`src/rtl/seq_pkg.sv`:
```
package seq_pkg;

  typedef enum logic [3:0] {
    OP_COND = 4'h1,
    OP_PAIR = 4'h2,
    OP_PIND = 4'h3,
    OP_FAR  = 4'h4,
    OP_CALL = 4'h5,
    OP_LOOP = 4'h7,
    OP_RET  = 4'hC
  } opnib_e;

  typedef enum logic [2:0] {
    K_STEP,
    K_COND,
    K_FAR,
    K_CALL,
    K_LOOP,
    K_PIND,
    K_RET
  } kind_e;

  typedef struct packed {
    kind_e kind;
    logic  two_word;
    logic  push;
    logic  pop;
    logic  imm_load;
  } dec_t;

  // Instruction length in words, derived from the first word only.
  function automatic logic is_two_word(input logic [7:0] w1);
    case (w1[7:4])
      OP_COND, OP_FAR, OP_CALL, OP_LOOP: is_two_word = 1'b1;
      OP_PAIR:                           is_two_word = ~w1[0];
      default:                           is_two_word = 1'b0;
    endcase
  endfunction

  // Same-page target: keep the upper bits, replace the low byte.
  function automatic logic [11:0] page_target(input logic [11:0] cur,
                                               input logic [7:0] low);
    page_target = {cur[11:8], low};
  endfunction

endpackage

```
`src/rtl/seq_decode.sv`:
```
module seq_decode
  import seq_pkg::*;
(
  input  logic [7:0] word1,
  output dec_t       dec
);
  always_comb begin
    dec          = '0;
    dec.kind     = K_STEP;
    dec.two_word = is_two_word(word1);
    case (word1[7:4])
      OP_COND: dec.kind = K_COND;
      OP_FAR:  dec.kind = K_FAR;
      OP_CALL: begin
        dec.kind = K_CALL;
        dec.push = 1'b1;
      end
      OP_LOOP: dec.kind = K_LOOP;
      OP_PIND: if (word1[0]) dec.kind = K_PIND;
      OP_RET: begin
        dec.kind     = K_RET;
        dec.pop      = 1'b1;
        dec.imm_load = 1'b1;
      end
      default: dec.kind = K_STEP;
    endcase
  end
endmodule

```
`src/rtl/seq_cond.sv`:
```
module seq_cond (
  input  logic [3:0] cond,
  input  logic       acc_is_zero,
  input  logic       carry_flag,
  input  logic       test_pin,
  output logic       taken
);
  logic [2:0] hits;
  logic       any_hit;

  // bit 2: accumulator zero, bit 1: carry set, bit 0: test pin low
  assign hits    = cond[2:0] & {acc_is_zero, carry_flag, ~test_pin};
  assign any_hit = |hits;
  assign taken   = any_hit ^ cond[3];
endmodule

```
`src/rtl/seq_stack.sv`:
```
module seq_stack #(
  parameter int AW    = 12,
  parameter int DEPTH = 3
) (
  input  logic          clk,
  input  logic          rst_n,
  input  logic          push,
  input  logic          pop,
  input  logic [AW-1:0] push_addr,
  output logic [AW-1:0] top_addr
);
  localparam int SPW = (DEPTH > 1) ? $clog2(DEPTH) : 1;
  localparam logic [SPW-1:0] LAST = SPW'(DEPTH - 1);

  logic [AW-1:0]  slot [DEPTH];
  logic [SPW-1:0] sp;
  logic [SPW-1:0] sp_up;
  logic [SPW-1:0] sp_dn;

  assign sp_up    = (sp == LAST) ? '0 : sp + 1'b1;
  assign sp_dn    = (sp == '0) ? LAST : sp - 1'b1;
  assign top_addr = slot[sp_dn];

  always_ff @(posedge clk or negedge rst_n) begin
    if (!rst_n) begin
      sp <= '0;
    end else if (push) begin
      sp <= sp_up;
    end else if (pop) begin
      sp <= sp_dn;
    end
  end

  for (genvar g = 0; g < DEPTH; g++) begin : g_slot
    always_ff @(posedge clk or negedge rst_n) begin
      if (!rst_n) begin
        slot[g] <= '0;
      end else if (push && sp == SPW'(g)) begin
        slot[g] <= push_addr;
      end
    end
  end

  // pointer stays inside the ring
  a_r12_ptr_range: assert property (@(posedge clk) disable iff (!rst_n)
    sp <= LAST);

  // what was just pushed is on top next cycle
  a_r12_push_top: assert property (@(posedge clk) disable iff (!rst_n)
    push |=> top_addr == $past(push_addr));

  // a single instruction never pushes and pops together
  a_r12_one_op: assert property (@(posedge clk) disable iff (!rst_n)
    !(push && pop));
endmodule

```
`src/rtl/nib_branch_seq.sv`:
```
module nib_branch_seq
  import seq_pkg::*;
#(
  parameter int AW        = 12,
  parameter int STK_DEPTH = 3
) (
  input  logic          clk,
  input  logic          rst_n,
  input  logic          exec_en,
  input  logic [7:0]    op_word1,
  input  logic [7:0]    op_word2,
  input  logic          acc_is_zero,
  input  logic          carry_flag,
  input  logic          test_pin,
  input  logic [7:0]    pair_value,
  input  logic          inc_is_zero,
  output logic [AW-1:0] fetch_addr,
  output logic          acc_load,
  output logic [3:0]    acc_load_val
);
  localparam int PAGE_W = 8;

  dec_t          dec;
  logic          cond_taken;
  logic [AW-1:0] seq_addr;
  logic [AW-1:0] far_addr;
  logic [AW-1:0] page_w2;
  logic [AW-1:0] page_pair;
  logic [AW-1:0] stk_top;
  logic [AW-1:0] next_addr;
  logic          do_push;
  logic          do_pop;

  seq_decode u_dec (
    .word1 (op_word1),
    .dec   (dec)
  );

  seq_cond u_cond (
    .cond        (op_word1[3:0]),
    .acc_is_zero (acc_is_zero),
    .carry_flag  (carry_flag),
    .test_pin    (test_pin),
    .taken       (cond_taken)
  );

  assign do_push = exec_en & dec.push;
  assign do_pop  = exec_en & dec.pop;

  seq_stack #(.AW(AW), .DEPTH(STK_DEPTH)) u_stk (
    .clk       (clk),
    .rst_n     (rst_n),
    .push      (do_push),
    .pop       (do_pop),
    .push_addr (seq_addr),
    .top_addr  (stk_top)
  );

  assign seq_addr  = fetch_addr + (dec.two_word ? AW'(2) : AW'(1));
  assign far_addr  = AW'({op_word1[3:0], op_word2});
  assign page_w2   = {fetch_addr[AW-1:PAGE_W], op_word2};
  assign page_pair = {fetch_addr[AW-1:PAGE_W], pair_value};

  always_comb begin
    case (dec.kind)
      K_COND:        next_addr = cond_taken ? page_w2 : seq_addr;
      K_FAR, K_CALL: next_addr = far_addr;
      K_LOOP:        next_addr = inc_is_zero ? seq_addr : page_w2;
      K_PIND:        next_addr = page_pair;
      K_RET:         next_addr = stk_top;
      default:       next_addr = seq_addr;
    endcase
  end

  always_ff @(posedge clk or negedge rst_n) begin
    if (!rst_n) begin
      fetch_addr <= '0;
    end else if (exec_en) begin
      fetch_addr <= next_addr;
    end
  end

  assign acc_load     = exec_en & dec.imm_load;
  assign acc_load_val = op_word1[3:0];

  // no execution, no movement
  a_r2_hold: assert property (@(posedge clk) disable iff (!rst_n)
    !exec_en |=> $stable(fetch_addr));

  // empty select field gives the inversion bit as the decision
  a_r5_empty_cond: assert property (@(posedge clk) disable iff (!rst_n)
    (op_word1[7:4] == 4'h1 && op_word1[2:0] == 3'b000) |-> cond_taken == op_word1[3]);

  // far jump lands on the assembled 12-bit address
  a_r7_far: assert property (@(posedge clk) disable iff (!rst_n)
    (exec_en && op_word1[7:4] == 4'h4) |=>
      fetch_addr == $past({op_word1[3:0], op_word2}));

  // a return lands on the entry that was on top of the stack
  a_r9_ret_dest: assert property (@(posedge clk) disable iff (!rst_n)
    (exec_en && op_word1[7:4] == 4'hC) |=> fetch_addr == $past(stk_top));

  // loop exit steps over both words
  a_r10_loop_exit: assert property (@(posedge clk) disable iff (!rst_n)
    (exec_en && op_word1[7:4] == 4'h7 && inc_is_zero) |=>
      fetch_addr == $past(fetch_addr) + AW'(2));
endmodule

```
`config.mk`:
```
export PLATFORM = sky130hd
export DESIGN_NAME = nib_branch_seq
export DESIGN_NICKNAME = d
export VERILOG_FILES = /design/src/rtl/seq_pkg.sv /design/src/rtl/seq_decode.sv /design/src/rtl/seq_cond.sv /design/src/rtl/seq_stack.sv /design/src/rtl/nib_branch_seq.sv
export SDC_FILE = /design/constraint.sdc
export NUM_CORES = 1
export LEC_CHECK = 0
export BUFFER_PORTS_ARGS = -buffer_cell sky130_fd_sc_hd__buf_2
export CAP_MARGIN = 25
export CORE_AREA = 2 2 113 60
export CTS_CLUSTER_DIAMETER = 30
export DETAILED_ROUTE_END_ITERATION = 10
export DIE_AREA = 0 0 115 62
export GPL_TIMING_DRIVEN = 0
export PLACE_DENSITY = 0.76
export REMOVE_ABC_BUFFERS = 1
export SLEW_MARGIN = 15
export SYNTH_ARGS = -nofsm -noshare
export SYNTH_HDL_FRONTEND = slang
export SYNTH_SLANG_ARGS = --single-unit
```
`constraint.sdc`:
```
create_clock -name clk -period 2.35 [get_ports clk]
set_input_delay 0.1175 -clock clk [delete_from_list [all_inputs] [get_ports clk]]
set_output_delay 0.1175 -clock clk [all_outputs]
set_load 0.02 [all_outputs]
```
After elaboration in Yosys (flattened, before gate mapping). Cells that the tools add are included.

Add/sub/neg operators: 3. $lt $le $gt $ge: 1. Eq/ne operators: 17. Muxes and demuxes: 16. Bitwise gates (word level): 9. Reduce and logical (&&, ||, !) cells: 9.

Operators with widths (number): $pmux W12 S5 (1); $mux W12 (4); $bmux W12 S2 (1); $pmux W3 S6 (1); $add A12 B2 Y12 (1); $eq A4 B3 Y1 const B (3); $mux W2 (6); $eq A3 B3 Y1 const B (3); $eq A4 B2 Y1 const B (2); $eq A3 B2 Y1 const B (2); $eq A4 B1 Y1 const B (1); $eq A4 B4 Y1 const B (1); $ne A2 B2 Y1 const B (2); $reduce_and A4 Y1 (1); $reduce_or A4 Y1 (1); $and A1 B1 Y1 (3); $and A3 B3 Y3 (1); $eq A3 B1 Y1 const B (1); $ge A3 B3 Y1 const B (1); $logic_and A1 B1 Y1 (3); $mux W3 (1); $not A1 Y1 (3); $not A2 Y3 (1); $reduce_or A3 Y1 (1); other kinds (10) (10).

Register bits after elaboration: 50. Bits of input ports: 31. Output and inout bits: 17.

Depth between registers and ports, before layout. Gate-level depths: netlist of the first run.

Word-level depth: 7. Mapped depth: 12.

Cells and area by module. Synthesis of the first run repeated with hierarchy kept, for this count alone.

Cell total of the unflattened synthesis: 296. Area, all modules: 3331.9 µm².

By module, submodules not included: seq_stack (times used 1, cells an instance 124, area an instance 1924.3 µm², sequential area each 950.9 µm²); nib_branch_seq (times used 1, cells an instance 153, area an instance 1261.2 µm², sequential area each 300.3 µm²); seq_decode (times used 1, cells an instance 16, area an instance 123.9 µm², sequential area each 0.0 µm²); seq_cond (times used 1, cells an instance 3, area an instance 22.5 µm², sequential area each 0.0 µm²).

Worst setup path before layout of the first run. OpenSTA, ideal clock, no wires.

Kind: flip-flop to flip-flop. Start point: register u_stk.sp[0]. End point: register fetch_addr[6]. Arrival time: 2266 ps. Data required time: 2230 ps. Slack: -36 ps. Stages on the path, launching flop included: 10. Path buffers: 2. Period minus slack after synthesis: 2386 ps. Cell sequence: dfrtp_1 > inv_1 > ha_1 > clkbuf_1 > buf_1 > mux2i_1 > o2bb2ai_1 > a211oi_1 > o221ai_1 > o211a_1.

Cells in the longest elaborated chain, start to end: 7. Elaborated cells on any way between the ends: 8. Classes of those cells: add/sub: 1; mux: 5; bitwise: 1; reduce/logical: 1.

RTL lines: start: declaration (line seq_stack.sv:16) `logic [SPW-1:0] sp;`; start signal: assignment (line seq_stack.sv:28) `sp <= sp_up;`; start signal: assignment (line seq_stack.sv:30) `sp <= sp_dn;`; $sub A2 B1 Y2 or $logic_not A2 Y1 (tied branches) (line seq_stack.sv:21) `assign sp_dn = (sp == '0) ? LAST : sp - 1'b1;`; $mux W2 (*) (line seq_stack.sv:21); $not A2 Y3 (implied by the code) (*) (line seq_stack.sv:22) `assign top_addr = slot[sp_dn];`; $bmux W12 S2 (*) (line seq_stack.sv:22); $mux W12 (implied by the code) (*) (2 in a row) (line seq_stack.sv:22); $pmux W12 S5 (*) (line nib_branch_seq.sv:65) `case (dec.kind)`; end signal: assignment (line nib_branch_seq.sv:79) `fetch_addr <= next_addr;`; end: declaration (line nib_branch_seq.sv:17) `output logic [AW-1:0] fetch_addr,`.

Every way passes the cells marked *; elsewhere a longest branch is shown, timed or not. The select of a mux whose other input is x is not followed. A chain may end at the register's enable or synchronous reset.

Worst setup path after layout of the first run.
Start point: register u_stk.sp[1]. End point: register fetch_addr[5].

Same word-level chain as after synthesis.

==> results of run 1 <==
-- cell families (layout without fill, tap and decap cells) --
kind of cell | Yosys count | after routing
and+or+nand+nor | 117 | 117
AOI/OAI and AO/OA | 112 | 112
DFF | 50 | 50
buffers and inverters | 40 | 72
muxes | 19 | 19
xor gates and xnor gates | 10 | 10
adders and majority gates | 9 | 9
-- flip-flops by register name, indices dropped and copies added (netlist names) --
register / flops
u_stk.sp: 2
fetch_addr: 12
u_stk.slot: 36
-- what timing repair did --
item                                    CTS  global route
setup buffers                             0             1
hold buffers                              1             0
endpoints found under the hold margin    16             0
gates resized for setup                   5             8
pin swaps                                 0             1
endpoints found under the setup margin   12            12
-- power breakdown --
group          internal (µW)  total [µW]  switching (µW)
registers               1170        1400             230
logic                    576        1370             798
clock network            526         842             316
-- critical path, cell delays in order (launching register included) --
cell,delay [ns]
dfrtp_1,0.42
inv_2,0.13
ha_4,0.32
and2_1,0.30
o2bb2ai_1,0.16
a2111oi_1,0.39
o221ai_1,0.17
and3_1,0.22
-- stage by stage --
step                setup WS [ns]  power, µW  cell area [µm²]
finish                      0.109       3610             3630
global route              -0.0241       3840             3630
CTS                        0.0548       3580             3590
detailed placement         -0.404       2690             3390
global placement           -0.495       2620             3360
floorplan                  0.0398       2260             3020
-- layout by cell type (no fill, tap or decap), drive strengths merged, types with 5 or more instances in the layout --
cell	instances
nand2	51
clkbuf	6
buf	50
o2bb2ai	8
o21ai	50
ha	8
mux2i	13
mux2	6
a21oi	13
nand3	9
nand2b	10
nor2	11
nor3	5
dfrtp	50
a41oi	5
inv	13
a22oi	6
nor2b	6
xnor2	9
and3	6
-- worst max-delay path by stage --
stage / slack, ns / start / depth (start not counted) / endpoint
5_1_grt: -0.02 / op_word1[0] / 12 / fetch_addr[6]$_DFFE_PN0P_
4_1_cts: 0.05 / u_stk.sp[0]$_DFFE_PN0P_ / 7 / fetch_addr[5]$_DFFE_PN0P_
6_report: 0.11 / u_stk.sp[1]$_DFFE_PN0P_ / 7 / fetch_addr[5]$_DFFE_PN0P_
3_5_place_dp: -0.40 / u_stk.sp[1]$_DFFE_PN0P_ / 7 / fetch_addr[5]$_DFFE_PN0P_
2_1_floorplan: 0.04 / u_stk.sp[0]$_DFFE_PN0P_ / 7 / fetch_addr[5]$_DFFE_PN0P_
3_3_place_gp: -0.50 / op_word1[5] / 6 / fetch_addr[1]$_DFFE_PN0P_
-- routing by layer --
metal | GRT usage | routed length [µm] | vias to the layer above
met1 | 0.380 | 4020 | 1410
li1 | - | - | 1351
met4 | 0.0740 | 114 | 0
met3 | 0.0582 | 772 | 14
met5 | 0 | 0 | -
met2 | 0.375 | 3810 | 136
-- cell type report --
type	count	area, µm²	share of cell area
clock inverters	1	30.0	0.00826
inverters	14	52.6	0.0145
clock buffers	6	139	0.0382
well taps	80	100	0.0275
flip-flops and latches	50	1250	0.344
multi-input cells	267	1780	0.490
repair buffers	51	280	0.0771
==> impl_metrics.toml, run 1 <==
[outcome]
status = "completed"

[layout]
syn_to_final_growth_pct = 15.7
finalNonFillerCells = 469
nets = 429
drive_gt1_frac = 0.206
utilization = 0.576
nFillCells = 551
antenna_cells_inserted = 0

[clock_network]
clock-root-buffer = "clkbuf_16"
cts_buffer_depth = 2
clk_transition_reported_paths_ns = 0.07
cts_buffers = 5
clk_latency_ns = 0.29
cts_num_sinks = 50
htreeDepth = 2
cts_tree = "built"

[placement]
place.detailed.hpwl_mm = 6.02
portBuffers = 47
dpl.cell_count = 460
routabilityCongestion = 0.844

[sta]
max-slew-margin-rel = 0.344
fin_setup_tns_ns = 0
max_freq_ghz = 0.446
worst_pin_slew_ns = 0.977
rsz0062_at_grt = "true"
finalCriticalPeriod_ns = 2.24
finalMaxSlewViolations = 0
post-route-period-util = 0.953
worst_clock_skew_ns = 0.00559
hold_violations = 0
fin_hold_ws_ns = 0.210
setup_viol = 0

[critical_path]
end_kind = "flip-flop"
critPathLaunchType = "flip-flop"
required_ns = 2.53
path_max_fanout = 20
r2r_start = "u_stk.sp[1]$_DFFE_PN0P_"
r2r_slack_ns = 0.11
arrival_ns = 2.42
critical_path_class = "reg2reg"
r2r-end = "fetch_addr[5]$_DFFE_PN0P_"
r2r_cells = 7

[detailed_routing]
num_vias = 2911
drcViolationCount = 0
drtIter0Drc = 269
ant_nets = 0
avgViaCountPerCell = 6.21
wirelength_mm = 8.72
firstDrtPassIters = 5
wl_per_cell_um = 18.6

[yosys]
synth.cell_area_mm2 = 0.00314
synthTopCellsByArea = "dfrtp_1 (40%), o21ai_0 (8.0%), nand2_1 (6.1%)"
synth_edf_count = 0
synth_most_common_cell = "nand2_1"
synth_top_area_cell = "dfrtp_1"
synth-seq-area-share = 0.398
synthXorXnorAreaFrac = 0.0279
synth_compound_area_frac = 0.230
yosysWarnings = 0
synthCells = 357
ys_ff_latch = 50
synthArstFlopShare = 1.00
muxShareOfSynthArea = 0.0629
synthAdderAreaFrac = 0.0382
synth_top_family_by_area = "compound AO/OA/AOI/OAI gates"
synth-main-ff-cell = "dfrtp_1"
synth_common_cells = "nand2_1 (51), dfrtp_1 (50), o21ai_0 (50)"
yosysUniqueCellTypes = 53
post-synth-top-area-fraction = 0.398
synth-simple-area-share = 0.188
syn_avg_cell_area_um2 = 8.80

[floorplan]
fp.dieW_um = 115
core-area_mm2 = 0.00631
ios = 48
start_util = 0.498
dieArea_mm2 = 0.00713
fp.dieH_um = 62
rows = 21

[global_route]
grt_start_max_net_pins = 35
grt_usage = 0.255
overflow = 0
grt_pass1_vias = 2574
grt_pass1_wl_mm = 13.4
grt_antenna_before_repair = 0

[worst_hold_path]
min_path_cells = 4
hold_class = "in2reg"
min_from = "op_word2[4]"
hold_end = "fetch_addr[4]$_DFFE_PN0P_"

[power_and_ir_drop]
p_per_area_mw_per_mm2 = 994
leakage_uw = 0.00164
peakVddDrop_mv = 0.443

[flow_run]
cap_viol_max_count = 0
Note: power is estimated with default switching activity, not from simulation.
==> run 2: changes to the inputs <==
--- a/config.mk
+++ b/config.mk
@@ -7,10 +7,10 @@
 export LEC_CHECK = 0
 export BUFFER_PORTS_ARGS = -buffer_cell sky130_fd_sc_hd__buf_2
 export CAP_MARGIN = 25
-export CORE_AREA = 2 2 113 60
+export CORE_AREA = 2 2 110 59
 export CTS_CLUSTER_DIAMETER = 30
 export DETAILED_ROUTE_END_ITERATION = 10
-export DIE_AREA = 0 0 115 62
+export DIE_AREA = 0 0 112 61
 export GPL_TIMING_DRIVEN = 0
 export PLACE_DENSITY = 0.76
 export REMOVE_ABC_BUFFERS = 1
==> constraint.sdc (replaced) <==
create_clock -name clk -period 2.55 [get_ports clk]
set_input_delay 0.1275 -clock clk [delete_from_list [all_inputs] [get_ports clk]]
set_output_delay 0.1275 -clock clk [all_outputs]
set_load 0.02 [all_outputs]
==> impl_metrics.toml, run 2 (synthesis results as in run 1) <==
[critical_path]
cp_cell_sequence = "buf_2 > nand2b_1 > nand2_1 > o211ai_1 > nand2b_1 > ha_1 > fa_1 > nand4_1 > nor3_1 > xnor2_1 > a21o_1 > a41oi_1"
critPathSlowestCell = "fa_1"
cp-startpoint = "op_word1[6]"
path_max_fanout = 14
critical_path_class = "in2reg"
cpPeakStageDelay_ns = 0.43
arrival_ns = 2.51
required_ns = 2.68
path_common_cell = "nand2b_1"
r2r_start = "u_stk.sp[0]$_DFFE_PN0P_"
critPathLaunchType = "input pin"
end_kind = "flip-flop"

[global_route]
grt_start_max_net_pins = 27
grt_pass1_wl_mm = 13.2
grt_usage = 0.258
overflow = 0
grt_antenna_before_repair = 0
grt_pass1_vias = 2481

[clock_network]
clk_latency_ns = 0.30
cts_buffer_depth = 2
htreeDepth = 2
cts_buffers = 5
cts_tree = "built"
clk_transition_reported_paths_ns = 0.07
clock-root-buffer = "clkbuf_16"
cts_num_sinks = 50

[sta]
post-route-period-util = 0.933
max-slew-margin-rel = 0.388
max_freq_ghz = 0.420
worst_clock_skew_ns = 0.00383
finalMaxSlewViolations = 0
fin_ws_ns = 0.170
fin_setup_tns_ns = 0
worst_pin_slew_ns = 0.911
finalCriticalPeriod_ns = 2.38
setup_viol = 0
hold_violations = 0

[power_and_ir_drop]
p_per_area_mw_per_mm2 = 898
power_frac_clock = 0.214
p_int_uw = 1980
leakage_uw = 0.00161
swShare = 0.382
combPwrFrac = 0.388
p_seq_frac = 0.398
power_switching_uw = 1220
peakVddDrop_mv = 0.555

[layout]
final_cell_mix = "nand2_1 (51), o21ai_0 (50), dfrtp_1 (50)"
final_common_cell = "nand2_1"
nets = 428
regArea_mm2 = 0.00125
drive_gt1_frac = 0.188
top_register = "u_stk.slot"
top_regs = "u_stk.slot x36, fetch_addr x12, u_stk.sp x2"
syn_to_final_growth_pct = 13.6
nFillCells = 504
largest_reg_flops = 36
multi_input_area_mm2 = 0.00175
antenna_cells_inserted = 0

[outcome]
status = "completed"

[detailed_routing]
firstDrtPassIters = 5
ant_nets = 0
wirelength_mm = 8.20
avgViaCountPerCell = 6.06
drcViolationCount = 0
num_vias = 2826
drtIter0Drc = 191
wl_per_cell_um = 17.6

[placement]
portBuffers = 47
routabilityCongestion = 0.849
place.detailed.hpwl_mm = 5.87
place_ws_ns = -0.299

[flow_run]
cap_viol_max_count = 0

[floorplan]
ios = 48
rows = 20
core-area_mm2 = 0.00586
fp.dieH_um = 61
dieArea_mm2 = 0.00683
start_util = 0.537
fp.dieW_um = 112

[worst_hold_path]
hold_class = "in2reg"
min_from = "op_word2[4]"
## run 2: cell types whose count changed in the layout (fill, tap and decap cells not counted), moves of 2 or more
cell	before	now
xnor2_2	3	1
inv_1	11	13
inv_2	2	0
xnor2_1	6	8
## run 2: worst paths after layout
| path | endpoint | slack (ns) | depth (start not counted) |
|---|---|---|---|
| hold / removal | fetch_addr[4]$_DFFE_PN0P_ | 0.18 | 4 |
| max in group asynchronous | u_stk.slot[34]$_DFFE_PN0P_ | 1.62 | 3 |
| setup / recovery | fetch_addr[10]$_DFFE_PN0P_ | 0.17 | 12 |
| hold reg to reg | u_stk.slot[3]$_DFFE_PN0P_ | 0.48 | 2 |
| setup reg to reg | fetch_addr[5]$_DFFE_PN0P_ | 0.19 | 7 |
| min in group asynchronous | u_stk.slot[3]$_DFFE_PN0P_ | 0.37 | 2 |
## run 2: per-stage QoR
stage	cell area, µm²	std cells	util	hold WS, ns	power (µW)
CTS	3560	466	0.607	0.178	3200
finish	3570	466	0.610	0.181	3210
global placement	3350	455	0.573	0.403	2420
detailed placement	3390	457	0.578	0.160	2480
floorplan	3020	331	-	-0.168	2080
global route	3570	466	0.610	0.207	3440
## run 2: cell type report
cell class / instances / share of cell area
inverters: 14 / 0.0147
clock buffers: 7 / 0.0400
multi-input cells: 267 / 0.490
clock inverters: 1 / 0.00140
repair buffers: 50 / 0.0764
flip-flops and latches: 50 / 0.351
well taps: 77 / 0.0270
## run 2: routing by layer
| layer | vias up | share of wire | track usage |
|---|---|---|---|
| met1 | 1351 | 0.47 | 0.375 |
| met5 | - | 0 | 0 |
| met4 | 0 | 0.016 | 0.0871 |
| li1 | 1346 | - | - |
| met2 | 114 | 0.42 | 0.384 |
| met3 | 15 | 0.085 | 0.0609 |
## run 2: timing repair
item,4_1_cts,5_1_grt
hold buffers,1,0
setup endpoints to repair,7,8
resized for setup,2,3
hold endpoints to repair,24,0
buffers inserted,0,0
## run 2: power groups by stage
stage / Sequential (µW) / Clock [µW] / Combinational, µW
2_1_floorplan: 1290 / 0 / 785
3_3_place_gp: 1270 / 0 / 1140
3_5_place_dp: 1290 / 0 / 1200
4_1_cts: 1270 / 697 / 1230
5_1_grt: 1320 / 738 / 1380
6_report: 1280 / 685 / 1240
## run 2: critical path, delay by kind of cell
family / cells / cell delay [ns]
compound gates: 3 / 0.34
xor+xnor: 1 / 0.36
fa+ha+maj: 2 / 0.65
buf+inv: 1 / 0.21
simple gates: 5 / 0.81
==> run 3: changes to the inputs <==
--- a/config.mk
+++ b/config.mk
@@ -13,7 +13,6 @@
 export DIE_AREA = 0 0 112 61
 export GPL_TIMING_DRIVEN = 0
 export PLACE_DENSITY = 0.76
-export REMOVE_ABC_BUFFERS = 1
 export SLEW_MARGIN = 15
 export SYNTH_ARGS = -nofsm -noshare
 export SYNTH_HDL_FRONTEND = slang
==> impl_metrics.toml, run 3 (synthesis results as in run 1) <==
[detailed_routing]
avgViaCountPerCell = 6.11
num_vias = 2982
drcViolationCount = 0
drtIter0Drc = 333
wirelength_mm = 9.18
ant_nets = 0
firstDrtPassIters = 5
wl_per_cell_um = 18.8

[placement]
place.detailed.hpwl_mm = 6.84
routabilityCongestion = 0.903
dpl.cell_count = 481
portBuffers = 46

[sta]
max-slew-margin-rel = 0.277
finalCriticalPeriod_ns = 2.38
max_freq_ghz = 0.420
post-route-period-util = 0.934
worst_clock_skew_ns = 0.00564
finalMaxSlewViolations = 0
hold_violations = 0
worst_pin_slew_ns = 1.08
setup_viol = 0

[critical_path]
path_max_fanout = 10
crit_family = "adder cells"
critPathSlowestCell = "fa_1"
critPathLaunchType = "input pin"
cp_num_buf_inv = 2
cpPeakStageDelay_ns = 0.49
cp_cell_sequence = "buf_2 > clkbuf_2 > nand2b_2 > nand2_1 > o211ai_1 > nand2b_1 > ha_1 > fa_1 > nand4_1 > nor2_1 > xnor2_2 > a21o_1 > a41oi_1"
arrival_ns = 2.49
required_ns = 2.66
end_kind = "flip-flop"
critical_path_class = "in2reg"

[layout]
top_register = "u_stk.slot"
finalNonFillerCells = 488
antenna_cells_inserted = 0
nFillCells = 526
drive_gt1_frac = 0.204
nets = 450
regArea_mm2 = 0.00125
syn_to_final_growth_pct = 18.4
multi_input_area_mm2 = 0.00177
final_cell_mix = "nand2_1 (51), o21ai_0 (50), dfrtp_1 (50)"
top_regs = "u_stk.slot x36, fetch_addr x12, u_stk.sp x2"
largest_reg_flops = 36
final_common_cell = "nand2_1"

[floorplan]
fp.dieW_um = 112
rows = 20
dieArea_mm2 = 0.00683
start_util = 0.537
fp.dieH_um = 61
core-area_mm2 = 0.00586
ios = 48

[power_and_ir_drop]
combPwrFrac = 0.386
leakage_uw = 0.00169
power.total_uw = 3370
p_per_area_mw_per_mm2 = 905
power_frac_clock = 0.232
p_seq_frac = 0.382
p_int_uw = 2070
swShare = 0.385
peakVddDrop_mv = 0.888
power_switching_uw = 1300

[clock_network]
cts_buffers = 5
cts_tree = "built"
clock-root-buffer = "clkbuf_16"
cts_num_sinks = 50
clk_transition_reported_paths_ns = 0.07
clk_latency_ns = 0.30
cts_buffer_depth = 2
htreeDepth = 2

[global_route]
overflow = 0
grt_usage = 0.286
grt_antenna_before_repair = 0
grt_start_max_net_pins = 34
grt_pass1_vias = 2825
grt_pass1_wl_mm = 14.8

[yosys]
syn-num-nets = 397

[worst_hold_path]
hold_class = "in2reg"

[flow_run]
cap_viol_max_count = 0

[outcome]
status = "completed"
[run 3: area by class of cell]
| class | instances | share of cell area |
|---|---|---|
| Clock inverter | 3 | 0.0121 |
| Tap cell | 77 | 0.0259 |
| Inverter | 14 | 0.0141 |
| Buffer | 24 | 0.0333 |
| Clock buffer | 5 | 0.0336 |
| Timing Repair Buffer | 48 | 0.0699 |
| Sequential cell | 50 | 0.336 |
| Multi-Input combinational cell | 267 | 0.475 |
[run 3: worst paths after layout]
kind / from / to / slack (ns) / depth (start not counted)
worst max-delay path: op_word1[5] / fetch_addr[8]$_DFFE_PN0P_ / 0.17 / 13
worst min-delay path: op_word2[2] / fetch_addr[2]$_DFFE_PN0P_ / 0.20 / 4
worst max register to register: u_stk.sp[0]$_DFFE_PN0P_ / fetch_addr[6]$_DFFE_PN0P_ / 0.18 / 9
worst min register to register: u_stk.slot[30]$_DFFE_PN0P_ / u_stk.slot[30]$_DFFE_PN0P_ / 0.48 / 2
max in group asynchronous: rst_n / u_stk.slot[21]$_DFFE_PN0P_ / 1.69 / 3
min in group asynchronous: rst_n / u_stk.sp[1]$_DFFE_PN0P_ / 0.32 / 2
[run 3: power groups by stage]
stage | clock network [µW] | logic (µW) | registers, µW
final | 782 | 1300 | 1290
after global routing | 811 | 1440 | 1330
after CTS | 783 | 1250 | 1280
after detailed placement | 0 | 1220 | 1290
after global placement | 0 | 1180 | 1270
after floorplan | 0 | 822 | 1290
[run 3: layer usage]
metal / part of all wire / GRT usage / vias up / routed length (µm)
li1: - / - / 1399 / -
met3: 0.090 / 0.0759 / 9 / 826
met5: 0 / 0 / - / 0
met2: 0.42 / 0.428 / 133 / 3860
met4: 0.0060 / 0.0436 / 0 / 55
met1: 0.48 / 0.429 / 1441 / 4430
[run 3: through the flow]
step	utilization	instance area [µm²]	setup slack [ns]	hold slack, ns	TNS (ns)
finish	0.635	3720	0.170	0.203	0
global route	0.635	3720	-0.0205	0.222	-0.0205
CTS	0.628	3670	0.0273	0.200	0
detailed placement	0.596	3490	-0.508	0.103	-11.32
global placement	0.592	3470	-0.402	0.399	-6.80
floorplan	-	3140	0.164	-0.168	0
[run 3: repair_timing]
action	in CTS	in global routing
endpoints found under the setup margin	13	27
setup buffers	0	0
hold buffers	1	0
resized for setup	5	13
endpoints found under the hold margin	17	0
[run 3: worst register-to-register path, stage by stage (launching register included)]
cell	delay [ns]
dfrtp_1	0.41
inv_1	0.12
ha_1	0.31
clkbuf_4	0.26
clkbuf_4	0.29
mux2i_1	0.23
o2bb2ai_1	0.09
a211oi_1	0.25
o221ai_1	0.15
o211a_1	0.15
